$ cat src/rtl/orow_pkg.sv
package orow_pkg;

   typedef enum logic [2:0] {
      ACT_HIT   = 3'd0,
      ACT_OPEN  = 3'd1,
      ACT_SWAP  = 3'd2,
      ACT_EVICT = 3'd3,
      ACT_PALL  = 3'd4
   } orow_act_e;

endpackage

$ cat src/rtl/orow_match.sv
module orow_match #(
   parameter int SLOTS  = 4,
   parameter int BANK_W = 3,
   parameter int ROW_W  = 14,
   localparam int SLOT_W = (SLOTS > 1) ? $clog2(SLOTS) : 1
) (
   input  logic [SLOTS-1:0]             slot_valid,
   input  logic [SLOTS-1:0][BANK_W-1:0] slot_bank,
   input  logic [SLOTS-1:0][ROW_W-1:0]  slot_row,
   input  logic [BANK_W-1:0]            req_bank,
   input  logic [ROW_W-1:0]             req_row,
   output logic                         bank_found,
   output logic [SLOT_W-1:0]            found_slot,
   output logic                         row_same
);

   logic [SLOTS-1:0] bank_eq;

   for (genvar g = 0; g < SLOTS; g++) begin : g_cmp
      assign bank_eq[g] = slot_valid[g] && (slot_bank[g] == req_bank);
   end

   always_comb begin
      found_slot = '0;
      for (int i = SLOTS - 1; i >= 0; i--) begin
         if (bank_eq[i]) found_slot = SLOT_W'(i);
      end
   end

   assign bank_found = |bank_eq;
   assign row_same   = (slot_row[found_slot] == req_row);

endmodule

$ cat src/rtl/orow_pick.sv
module orow_pick #(
   parameter int SLOTS = 4,
   localparam int SLOT_W = (SLOTS > 1) ? $clog2(SLOTS) : 1,
   localparam int AGE_W  = SLOT_W
) (
   input  logic [SLOTS-1:0]            slot_valid,
   input  logic [SLOTS-1:0][AGE_W-1:0] ages,
   input  logic                        single_bank,
   output logic                        is_full,
   output logic [SLOT_W-1:0]           free_slot,
   output logic [SLOT_W-1:0]           victim_slot
);

   logic [AGE_W-1:0] best_age;
   logic             seen_any;

   assign is_full = single_bank ? (|slot_valid) : (&slot_valid);

   always_comb begin
      free_slot = '0;
      for (int i = SLOTS - 1; i >= 0; i--) begin
         if (!slot_valid[i]) free_slot = SLOT_W'(i);
      end
   end

   always_comb begin
      victim_slot = '0;
      best_age    = '0;
      seen_any    = 1'b0;
      for (int i = 0; i < SLOTS; i++) begin
         if (slot_valid[i] && (!seen_any || ages[i] > best_age)) begin
            victim_slot = SLOT_W'(i);
            best_age    = ages[i];
            seen_any    = 1'b1;
         end
      end
   end

endmodule

$ cat src/rtl/orow_age.sv
module orow_age #(
   parameter int SLOTS = 4,
   localparam int SLOT_W = (SLOTS > 1) ? $clog2(SLOTS) : 1,
   localparam int AGE_W  = SLOT_W
) (
   input  logic                        clk,
   input  logic                        rst_n,
   input  logic                        touch,
   input  logic [SLOT_W-1:0]           touch_slot,
   output logic [SLOTS-1:0][AGE_W-1:0] ages
);

   logic [AGE_W-1:0] touched_age;
   assign touched_age = ages[touch_slot];

   for (genvar g = 0; g < SLOTS; g++) begin : g_age
      logic [AGE_W-1:0] age_r;
      always_ff @(posedge clk) begin
         if (!rst_n) begin
            age_r <= AGE_W'(g);
         end else if (touch) begin
            if (touch_slot == SLOT_W'(g))  age_r <= '0;
            else if (age_r < touched_age)  age_r <= age_r + AGE_W'(1);
         end
      end
      assign ages[g] = age_r;
   end

   logic [(2**AGE_W)-1:0] age_seen;
   always_comb begin
      age_seen = '0;
      for (int i = 0; i < SLOTS; i++) age_seen[ages[i]] = 1'b1;
   end

   // the age list stays a permutation, so the recency order is total
   assert_age_permutation_R6: assert property (@(posedge clk) disable iff (!rst_n)
      $countones(age_seen) == SLOTS);

   // a touched slot becomes the most recent one
   assert_touch_makes_mru_R6: assert property (@(posedge clk) disable iff (!rst_n)
      touch |=> ages[$past(touch_slot)] == '0);

endmodule

$ cat src/rtl/open_row_tracker.sv
module open_row_tracker #(
   parameter int SLOTS  = 4,
   parameter int BANK_W = 3,
   parameter int ROW_W  = 14,
   localparam int SLOT_W = (SLOTS > 1) ? $clog2(SLOTS) : 1,
   localparam int AGE_W  = SLOT_W
) (
   input  logic              clk,
   input  logic              rst_n,
   input  logic              single_bank,
   input  logic              refresh,
   input  logic              req_valid,
   output logic              req_ready,
   input  logic [BANK_W-1:0] req_bank,
   input  logic [ROW_W-1:0]  req_row,
   output logic              rsp_valid,
   output logic [2:0]        rsp_act,
   output logic [SLOT_W-1:0] rsp_slot,
   output logic [BANK_W-1:0] rsp_close_bank,
   output logic [BANK_W-1:0] rsp_bank,
   output logic [ROW_W-1:0]  rsp_row
);
   import orow_pkg::*;

   if (SLOTS < 2)            $error("open_row_tracker: SLOTS must be at least 2");
   if (SLOTS > 2**BANK_W)    $error("open_row_tracker: SLOTS exceeds the number of banks");
   if (ROW_W < 1)            $error("open_row_tracker: ROW_W must be positive");

   logic [SLOTS-1:0]             slot_valid;
   logic [SLOTS-1:0][BANK_W-1:0] slot_bank;
   logic [SLOTS-1:0][ROW_W-1:0]  slot_row;
   logic [SLOTS-1:0][AGE_W-1:0]  ages;

   logic              bank_found, row_same, is_full, accept;
   logic [SLOT_W-1:0] found_slot, free_slot, victim_slot;
   logic [SLOT_W-1:0] sel_slot;
   orow_act_e         sel_act;
   logic [BANK_W-1:0] sel_close;

   assign req_ready = !refresh;
   assign accept    = req_valid && req_ready;

   orow_match #(.SLOTS(SLOTS), .BANK_W(BANK_W), .ROW_W(ROW_W)) u_match (
      .slot_valid (slot_valid),
      .slot_bank  (slot_bank),
      .slot_row   (slot_row),
      .req_bank   (req_bank),
      .req_row    (req_row),
      .bank_found (bank_found),
      .found_slot (found_slot),
      .row_same   (row_same)
   );

   orow_pick #(.SLOTS(SLOTS)) u_pick (
      .slot_valid  (slot_valid),
      .ages        (ages),
      .single_bank (single_bank),
      .is_full     (is_full),
      .free_slot   (free_slot),
      .victim_slot (victim_slot)
   );

   orow_age #(.SLOTS(SLOTS)) u_age (
      .clk        (clk),
      .rst_n      (rst_n),
      .touch      (accept),
      .touch_slot (sel_slot),
      .ages       (ages)
   );

   always_comb begin
      if (bank_found) begin
         sel_slot  = found_slot;
         sel_act   = row_same ? ACT_HIT : ACT_SWAP;
         sel_close = row_same ? '0 : req_bank;
      end else if (!is_full) begin
         sel_slot  = free_slot;
         sel_act   = ACT_OPEN;
         sel_close = '0;
      end else begin
         sel_slot  = victim_slot;
         sel_act   = ACT_EVICT;
         sel_close = slot_bank[victim_slot];
      end
   end

   always_ff @(posedge clk) begin
      if (!rst_n) begin
         slot_valid <= '0;
         slot_bank  <= '0;
         slot_row   <= '0;
      end else if (refresh) begin
         slot_valid <= '0;
      end else if (accept) begin
         slot_valid[sel_slot] <= 1'b1;
         slot_bank[sel_slot]  <= req_bank;
         slot_row[sel_slot]   <= req_row;
      end
   end

   always_ff @(posedge clk) begin
      if (!rst_n) begin
         rsp_valid      <= 1'b0;
         rsp_act        <= 3'(ACT_HIT);
         rsp_slot       <= '0;
         rsp_close_bank <= '0;
         rsp_bank       <= '0;
         rsp_row        <= '0;
      end else if (refresh) begin
         rsp_valid      <= 1'b1;
         rsp_act        <= 3'(ACT_PALL);
         rsp_slot       <= '0;
         rsp_close_bank <= '0;
         rsp_bank       <= '0;
         rsp_row        <= '0;
      end else begin
         rsp_valid <= accept;
         if (accept) begin
            rsp_act        <= 3'(sel_act);
            rsp_slot       <= sel_slot;
            rsp_close_bank <= sel_close;
            rsp_bank       <= req_bank;
            rsp_row        <= req_row;
         end
      end
   end

   // bank uniqueness across slots, driven apart from the decision logic
   logic dup_bank;
   always_comb begin
      dup_bank = 1'b0;
      for (int i = 0; i < SLOTS; i++)
         for (int j = i + 1; j < SLOTS; j++)
            if (slot_valid[i] && slot_valid[j] && slot_bank[i] == slot_bank[j]) dup_bank = 1'b1;
   end

   assert_bank_in_one_slot_R2: assert property (@(posedge clk) disable iff (!rst_n)
      !dup_bank);

   assert_hit_keeps_open_set_R2: assert property (@(posedge clk) disable iff (!rst_n)
      (rsp_valid && rsp_act == 3'(ACT_HIT)) |-> slot_valid == $past(slot_valid));

   assert_evict_only_when_full_R5: assert property (@(posedge clk) disable iff (!rst_n)
      (rsp_valid && rsp_act == 3'(ACT_EVICT) && !$past(single_bank))
         |-> $countones($past(slot_valid)) == SLOTS);

   assert_single_bank_cap_R7: assert property (@(posedge clk) disable iff (!rst_n)
      (single_bank && $countones(slot_valid) <= 1) |=> $countones(slot_valid) <= 1);

   assert_rsp_after_accept_R8: assert property (@(posedge clk) disable iff (!rst_n)
      accept |=> rsp_valid);

   assert_no_spurious_rsp_R8: assert property (@(posedge clk) disable iff (!rst_n)
      !(req_valid || refresh) |=> !rsp_valid);

   assert_refresh_clears_R9: assert property (@(posedge clk) disable iff (!rst_n)
      refresh |=> (slot_valid == '0 && rsp_act == 3'(ACT_PALL)));

endmodule

$ cat config.mk
export PLATFORM = sky130hd
export DESIGN_NAME = open_row_tracker
export DESIGN_NICKNAME = d
export VERILOG_FILES = /design/src/rtl/orow_pkg.sv /design/src/rtl/orow_match.sv /design/src/rtl/orow_pick.sv /design/src/rtl/orow_age.sv /design/src/rtl/open_row_tracker.sv
export SDC_FILE = /design/constraint.sdc
export NUM_CORES = 1
export LEC_CHECK = 0
export BUFFER_PORTS_ARGS = -buffer_cell sky130_fd_sc_hd__buf_2
export CAP_MARGIN = 25
export CORE_MARGIN = 3
export CORE_UTILIZATION = 60
export CTS_BUF_LIST = sky130_fd_sc_hd__clkbuf_4 sky130_fd_sc_hd__clkbuf_8 sky130_fd_sc_hd__clkbuf_16
export DETAILED_ROUTE_END_ITERATION = 10
export PLACE_DENSITY_LB_ADDON = 0.05
export REMOVE_ABC_BUFFERS = 1
export SETUP_SLACK_MARGIN = 0.05
export SYNTH_ARGS = -nofsm -noshare
export SYNTH_HDL_FRONTEND = slang
export SYNTH_SLANG_ARGS = --single-unit
$ cat constraint.sdc
create_clock -name clk -period 6.33 [get_ports clk]
set_input_delay 1.899 -clock clk [delete_from_list [all_inputs] [get_ports clk]]
set_output_delay 1.899 -clock clk [all_outputs]
set_load 0.01 [all_outputs]
### After elaboration in Yosys (flattened, before gate mapping)

Index checks and enable logic that the tools add are counted.

| storage, ports and cells | value |
|---|---|
| ROM bits | 0 |
| memory bits (writable) | 0 |
| latch bits | 0 |
| input bits | 22 |
| memories | 0 |
| output and inout port bits | 27 |
| word-level logic and storage cells | 128 |
| register bits after elaboration | 106 |

| cells by class | value |
|---|---|
| reduce and logical (&&, ||, !) cells | 31 |
| bitwise gates (word level) | 3 |
| $lt $le $gt $ge | 11 |
| shift-type cells | 0 |
| div/mod/pow operators | 0 |
| multiply operators | 0 |
| add/sub/neg operators | 4 |
| equality and inequality tests | 8 |
| muxes and demuxes | 51 |

Operator list:

| kind | count |
|---|---|
| $bwmux W56 | 1 |
| $mux W2 | 27 |
| $bmux W14 S2 | 1 |
| $demux W14 S2 | 1 |
| $mux W14 | 2 |
| $mux W3 | 7 |
| $eq A14 B14 Y1 | 1 |
| $bwmux W12 | 1 |
| $eq A3 B3 Y1 | 4 |
| $reduce_and A2 Y1 | 5 |
| $reduce_bool A2 Y1 | 5 |
| $logic_and A1 B1 Y1 | 9 |
| $lt A2 B3 Y1 const B | 3 |
| $add A2 B1 Y2 const B | 4 |
| $lt A2 B2 Y1 | 4 |
| $reduce_or A4 Y1 | 2 |
| $mux W1 | 7 |
| $bmux W3 S2 | 1 |
| $demux W3 S2 | 1 |
| $gt A2 B2 Y1 | 3 |
| $bmux W2 S2 | 1 |
| $eq A2 B2 Y1 const B | 2 |
| $logic_not A1 Y1 | 4 |
| $or A4 B4 Y4 | 1 |
| other kinds (8) | 11 |

### Depth between registers and ports, before layout

| depth | value |
|---|---|
| depth after elaboration | 20 |
| depth in mapped cells | 26 |
| gate-level depth less buffers | 23 |

### Cells and area by module

A second synthesis with hierarchy kept.

| unflattened totals | value |
|---|---|
| cell total of the unflattened synthesis | 556 |
| area total of the unflattened synthesis | 5486.5 um2 |

Modules (own cells, without submodules):

| module | times used | sequential area each (um2) | cells an instance | area an instance (um2) |
|---|---|---|---|---|
| open_row_tracker | 1 | 1961.9 | 361 | 3788.6 |
| orow_match | 1 | 0.0 | 91 | 863.3 |
| orow_age | 1 | 160.2 | 62 | 530.5 |
| orow_pick | 1 | 0.0 | 42 | 304.0 |

### Worst setup path before layout

No wires, ideal clock.

| timing | value |
|---|---|
| path type | register to register |
| from | register u_age.g_age[0].age_r[1] |
| to | register u_age.g_age[0].age_r[0] |
| path slack | 1557 ps |
| buffers on the path | 2 |
| required time | 6244 ps |
| cell stages (with the launch flop) | 24 |
| setup time | 86 ps |
| arrival time | 4687 ps |
| period minus slack after synthesis | 4773 ps |
| cells stage by stage | dfxtp_1 > clkbuf_1 > nand2_1 > ha_1 > nor2b_1 > o311ai_4 > nor2_1 > a31oi_1 > ha_1 > nor2b_1 > o211a_1 > a21oi_1 > o21ai_0 > ha_1 > nor2b_1 > o211ai_1 > o41a_1 > a21oi_1 > o21a_1 > buf_2 > nor3_1 > o31ai_1 > a211o_1 > a221oi_2 |

| on the way | value |
|---|---|
| word-level cells in the longest chain between the ends | 20 |
| elaborated cells on any way between the ends | 28 |
| classes of those cells | order compare (4); mux (13); reduce/logical (11) |

RTL lines:

| item | line | source |
|---|---|---|
| start, declared | orow_age.sv:17 | `logic [AGE_W-1:0] age_r;` |
| start signal, assigned | orow_age.sv:20 | `age_r <= AGE_W'(g);` |
| start signal, assigned | orow_age.sv:23 | `else if (age_r < touched_age) age_r <= age_r + AGE_W'(1);` |
| $mux W2 | orow_pick.sv:31 | `if (slot_valid[i] && (!seen_any \|\| ages[i] > best_age)) begin` |
| $gt A2 B2 Y1 | orow_pick.sv:31 |  |
| $logic_or A1 B1 Y1 | orow_pick.sv:31 |  |
| $logic_and A1 B1 Y1 | orow_pick.sv:31 |  |
| $mux W2 or $mux W1 (tied branches) | orow_pick.sv:31 |  |
| $gt A2 B2 Y1 or $logic_not A1 Y1 (tied branches) | orow_pick.sv:31 |  |
| $logic_or A1 B1 Y1 | orow_pick.sv:31 |  |
| $logic_and A1 B1 Y1 | orow_pick.sv:31 |  |
| [... 4 more ...] | - |  |
| $mux W2 | orow_pick.sv:31 |  |
| $mux W2 | open_row_tracker.sv:76 | `end else if (!is_full) begin` |
| $mux W2 | open_row_tracker.sv:72 | `if (bank_found) begin` |
| $bmux W2 S2 | orow_age.sv:14 | `assign touched_age = ages[touch_slot];` |
| $mux W2 (not written as such) | orow_age.sv:14 |  |
| $lt A2 B2 Y1 | orow_age.sv:23 |  |
| $reduce_bool A2 Y1 (no source line) | - |  |
| $reduce_and A2 Y1 (no source line) | - |  |

Several ways; a longest one is shown, not always the timed one. The select of a mux whose other input is x is not followed.
A chain may end at the register's enable or synchronous reset.

### Worst setup path in the final report

| timing | value |
|---|---|
| from | register u_age.g_age[0].age_r[1] |
| to | register slot_bank[2] (netlist name) |

| on the way | value |
|---|---|
| word-level cells in the longest chain between the ends | 20 |
| elaborated cells on any way between the ends | 27 |
| classes of those cells | order compare (5); mux (13); reduce/logical (9) |

RTL lines:

| item | line | source |
|---|---|---|
| $mux W2 (*) | orow_pick.sv:31 |  |
| $gt A2 B2 Y1 | orow_pick.sv:31 |  |
| $logic_or A1 B1 Y1 | orow_pick.sv:31 |  |
| $logic_and A1 B1 Y1 | orow_pick.sv:31 |  |
| $mux W2 or $mux W1 (tied branches) | orow_pick.sv:31 |  |
| $gt A2 B2 Y1 or $logic_not A1 Y1 (tied branches) | orow_pick.sv:31 |  |
| $logic_or A1 B1 Y1 | orow_pick.sv:31 |  |
| $logic_and A1 B1 Y1 | orow_pick.sv:31 |  |
| [... 4 more ...] | - |  |
| $mux W2 (*) | orow_pick.sv:31 |  |
| $mux W2 (*) | open_row_tracker.sv:76 |  |
| $mux W2 (*) | open_row_tracker.sv:72 |  |
| $lt A2 B3 Y1 (not written as such) or $ge A2 B1 Y1 (tied branches) | open_row_tracker.sv:96 | `slot_bank[sel_slot] <= req_bank;` |
| $logic_and A1 B1 Y1 (not written as such) | open_row_tracker.sv:96 |  |
| $mux W3 (not written as such) | open_row_tracker.sv:96 |  |
| $demux W3 S2 (*) | open_row_tracker.sv:96 |  |
| $bwmux W12 (*) | open_row_tracker.sv:96 |  |
| end signal, assigned by index | open_row_tracker.sv:96 |  |
| end, declared | open_row_tracker.sv:30 | `logic [SLOTS-1:0][BANK_W-1:0] slot_bank;` |

Mark *: on every way between the ends. The rest lies on a longest branch, timed or not.

==> results by group <==
Outcome
  – Outcome: finished clean

Yosys
  – Number of enable flip-flop cells after synthesis: 0
  – #FFs+latches synth: 106
  – Async S/R FF share, synth: 0%
  – YS warnings: 0
  – Syn Area/Cell: 8.39 um2
  – Cell count after synthesis: 646
  – Post-synthesis sequential area ratio: 39.2%
  – Most used DFF post-synth: dfxtp_1
  – Synth cell types: 62
  – Synth Cell Area: approximately 5400 um2

Place
  – DP Wirelength: around 9100 um
  – Worst slack at placement: 838 ps
  – Port buffer count: 48
  – GPL Wtd Cong: 0.897

STA
  – Post-route setup TNS: 0 ps
  – Rel. slew slack: 38.9%
  – Hold Vio Cnt, Final: 0
  – Min Tclk post-route: 5540 ps
  – Max Fclk: about 0.18 GHz
  – Max Slew Vio Count: 0
  – Tcrit/Tclk final: between 80% and 90%
  – Setup Viol. Count Final: 0
  – Clock skew: 13.4 ps
  – Final Worst Setup Slack: 790 ps
  – RSZ-0062 raised after global routing: no
  – Worst-margin pin slew: 912 ps

Detailed routing
  – # DRC: 0
  – Routed Antenna Nets: 0
  – Wirelength per Cell: 17.0 um
  – 1st-iter DRT viols: 169
  – DR pass1 iterations: 5
  – Vias per std cell: 5.91
  – Via count: 4671
  – DRT Wirelength: 13400 um

Critical path
  – Crit-path slowest cell: o21a_1
  – Worst path arrival time: 5840 ps
  – CP endpoint kind: flip-flop
  – Critical Path, Cell by Cell: nand2_1 -> ha_1 -> nor2b_1 -> o311ai_4 -> nor2_1 -> a31oi_1 -> ha_1 -> nor2b_1 -> o211a_1 -> a21o_1 -> nor2_1 -> a21oi_1 -> ha_1 -> nand2_1 -> o211ai_1 -> o41a_1 -> a21oi_1 -> o21a_1 -> nor2_1 -> nand2_1 -> nand2_1 -> a21boi_0
  – Worst Path Required: 6630 ps
  – Cell mode on critical path: nand2_1
  – R2R setup slack: 790 ps
  – Worst r2r dst: slot_bank[2]
  – Worst Path Max Fanout: 21
  – Setup crit start kind: flip-flop
  – Slowest Stage Delay on Critical Path: between 600 and 700 ps
  – Critical R2R Launch: u_age.g_age[0].age_r[1]
  – Reg2Reg Depth: 22
  – Critical path type: reg2reg

Clock network
  – Cts hold-fix bufs: 0
  – Worst skew pair latency: 370 ps
  – CTS buffer count: 9
  – Post-CTS Setup Bufs: 0
  – CTS root buf: clkbuf_8
  – CTS Buffer Depth: 2
  – CTS HTree Levels: 3
  – Clock-pin slew on the worst setup and hold paths: 110 ps
  – CTS tree: built
  – Clk sinks: 106
  – CTS resizes: 0

Global routing
  – Antenna violations before repair: 0
  – Largest net degree at the start of global routing: 79
  – Remaining Overflow, GRT: 0
  – Vias in the first global route: about 4.4k
  – Gr usage total: 27.2%
  – First-pass GRT wire length: about 22000 um

Finish
  – Layout Nets: roughly 700
  – Layout fillers: between 700 and 800
  – Area grow syn2layout: 8.71%
  – Share of cells above drive strength 1: 15.5%
  – Number of diodes: 0
  – Layout Utilization: between 60% and 70%
  – Most common cell after layout, fill and taps aside: nand2_1
  – Most frequent cells in the layout: 198 x nand2_1, 106 x dfxtp_1, 68 x a21boi_0, 48 x buf_2, 31 x a21oi_1

Hold path
  – Worst hold stages: 2
  – Hold Crit Class: reg2reg
  – Hold Crit Start: rsp_row[6]
  – Hold Path End: rsp_row[6]

Power and ir drop
  – Pwr/cell area: 203 nW/um2
  – Leakage power: about 2.3 nW
  – Peak VDD IR: 0.137 mV
  – Pwr Total: 0.00119 W

Flow run
  – Max-cap violations: 0

Floorplan
  – Initial core utilization: 61.8%
  – Row cnt: 34
  – Die area: 10200 um2
  – Die width: 101 um
  – DIE HEIGHT: 101 um
  – IO Pins: 49
  – Area of the core: 8760 um2
metal layers:
| layer | wire (um) | vias to the layer above | global-route usage [%] |
|---|---|---|---|
| met4 | 242 | 0 | 11.1 |
| met2 | 6590 | 121 | 44.6 |
| li1 | - | 2275 | - |
| met5 | 0 | - | 0 |
| met1 | 5960 | 2253 | 35.9 |
| met3 | 648 | 22 | 4.01 |
worst max path at each step:
stage                                  from                 endpoint  depth (start not counted)
floorplan                       req_bank[0]               rsp_act[1]                          8
finish              u_age.g_age[0].age_r[1]             slot_bank[2]                         22
detailed placement            slot_valid[0]             slot_bank[2]                         21
global placement              slot_valid[0]  u_age.g_age[0].age_r[0]                         21
CTS                           slot_valid[0]             slot_row[12]                         22
global route                  slot_valid[0]              slot_row[7]                         22
Yosys cell counts, types with 2 or more instances:
| library cell | number | area (um2) |
|---|---|---|
| nand2_1 | 198 | 743 |
| dfxtp_1 | 106 | 2120 |
| a21boi_0 | 68 | 510 |
| a21oi_1 | 31 | 155 |
| mux2i_1 | 28 | 280 |
| nor2_1 | 25 | 93.8 |
| xnor2_1 | 21 | 184 |
| clkbuf_1 | 19 | 71.3 |
| buf_2 | 14 | 70.1 |
| o21ai_0 | 14 | 70.1 |
| a31oi_1 | 8 | 50.1 |
| mux4_2 | 8 | 180 |
| inv_1 | 7 | 26.3 |
| ha_1 | 6 | 75.1 |
| nand3_1 | 6 | 30.0 |
| nor3_1 | 6 | 30.0 |
| nor2b_1 | 5 | 31.3 |
| o211ai_1 | 5 | 37.5 |
| nand2b_1 | 4 | 25.0 |
| nand4_1 | 4 | 25.0 |
| xor2_1 | 4 | 35.0 |
| buf_4 | 3 | 22.5 |
| buf_6 | 3 | 33.8 |
| nor2_2 | 3 | 18.8 |
| o211a_1 | 3 | 30.0 |
| o21a_1 | 3 | 22.5 |
| a211oi_1 | 2 | 15.0 |
| a32o_1 | 2 | 20.0 |
| and2_1 | 2 | 12.5 |
| and3_1 | 2 | 12.5 |
| and4_1 | 2 | 17.5 |
| nand4_2 | 2 | 25.0 |
| o311ai_0 | 2 | 17.5 |
| or3_1 | 2 | 12.5 |
report_power, final:
group	leakage (nW)	switching (W)	total [W]	internal, W
combinational	1.33	0.0000667	0.000109	0.0000423
sequential	0.858	0.00000662	0.000684	0.000677
clock	0.0941	0.000249	0.000400	0.000151
total	2.28	0.000322	0.00119	0.000871
state kept, by name, summed over array words and instances (netlist names):
register and flops:
slot_row 56, rsp_row 14, slot_bank 12, u_age.g_age.age_r 8, slot_valid 4, rsp_act 3, rsp_bank 3, rsp_close_bank 3
rsp_slot 2, rsp_valid 1
cell families after synthesis:
logic type	synth area share, %
adder cells (fa/ha/maj)	1.78
XOR/XNOR	4.34
multiplexers	8.91
AO/OA/AOI/OAI	20.1
flip-flops	39.2
buffers and inverters	4.20
AND/OR/NAND/NOR	21.5
worst max-delay path: cells and delay by family, from the launching register on:
family / cells / cell delay (ps)
adders and majority gates: 3 / 850
and+or+nand+nor: 9 / 1550
AOI/OAI and AO/OA: 10 / 2550
DFF: 1 / 530
area by class of cell:
class	instances	area [um2]	share of cell area, %
flip-flops and latches	106	2120	36.0
repair buffers	60	350	5.95
clock inverters	6	57.6	0.977
multi-input cells	493	3070	52.1
well taps	108	135	2.29
clock buffers	9	124	2.10
inverters	8	30.0	0.510
metrics by stage:
stage               cell area [um2]  cells  hold slack [ps]
floorplan                      5220    607              435
global placement               5680    774              438
detailed placement             5710    775              445
CTS                            5890    790              462
global route                   5890    790              476
finish                         5890    790              459
Power figures use the tool's default switching activity.
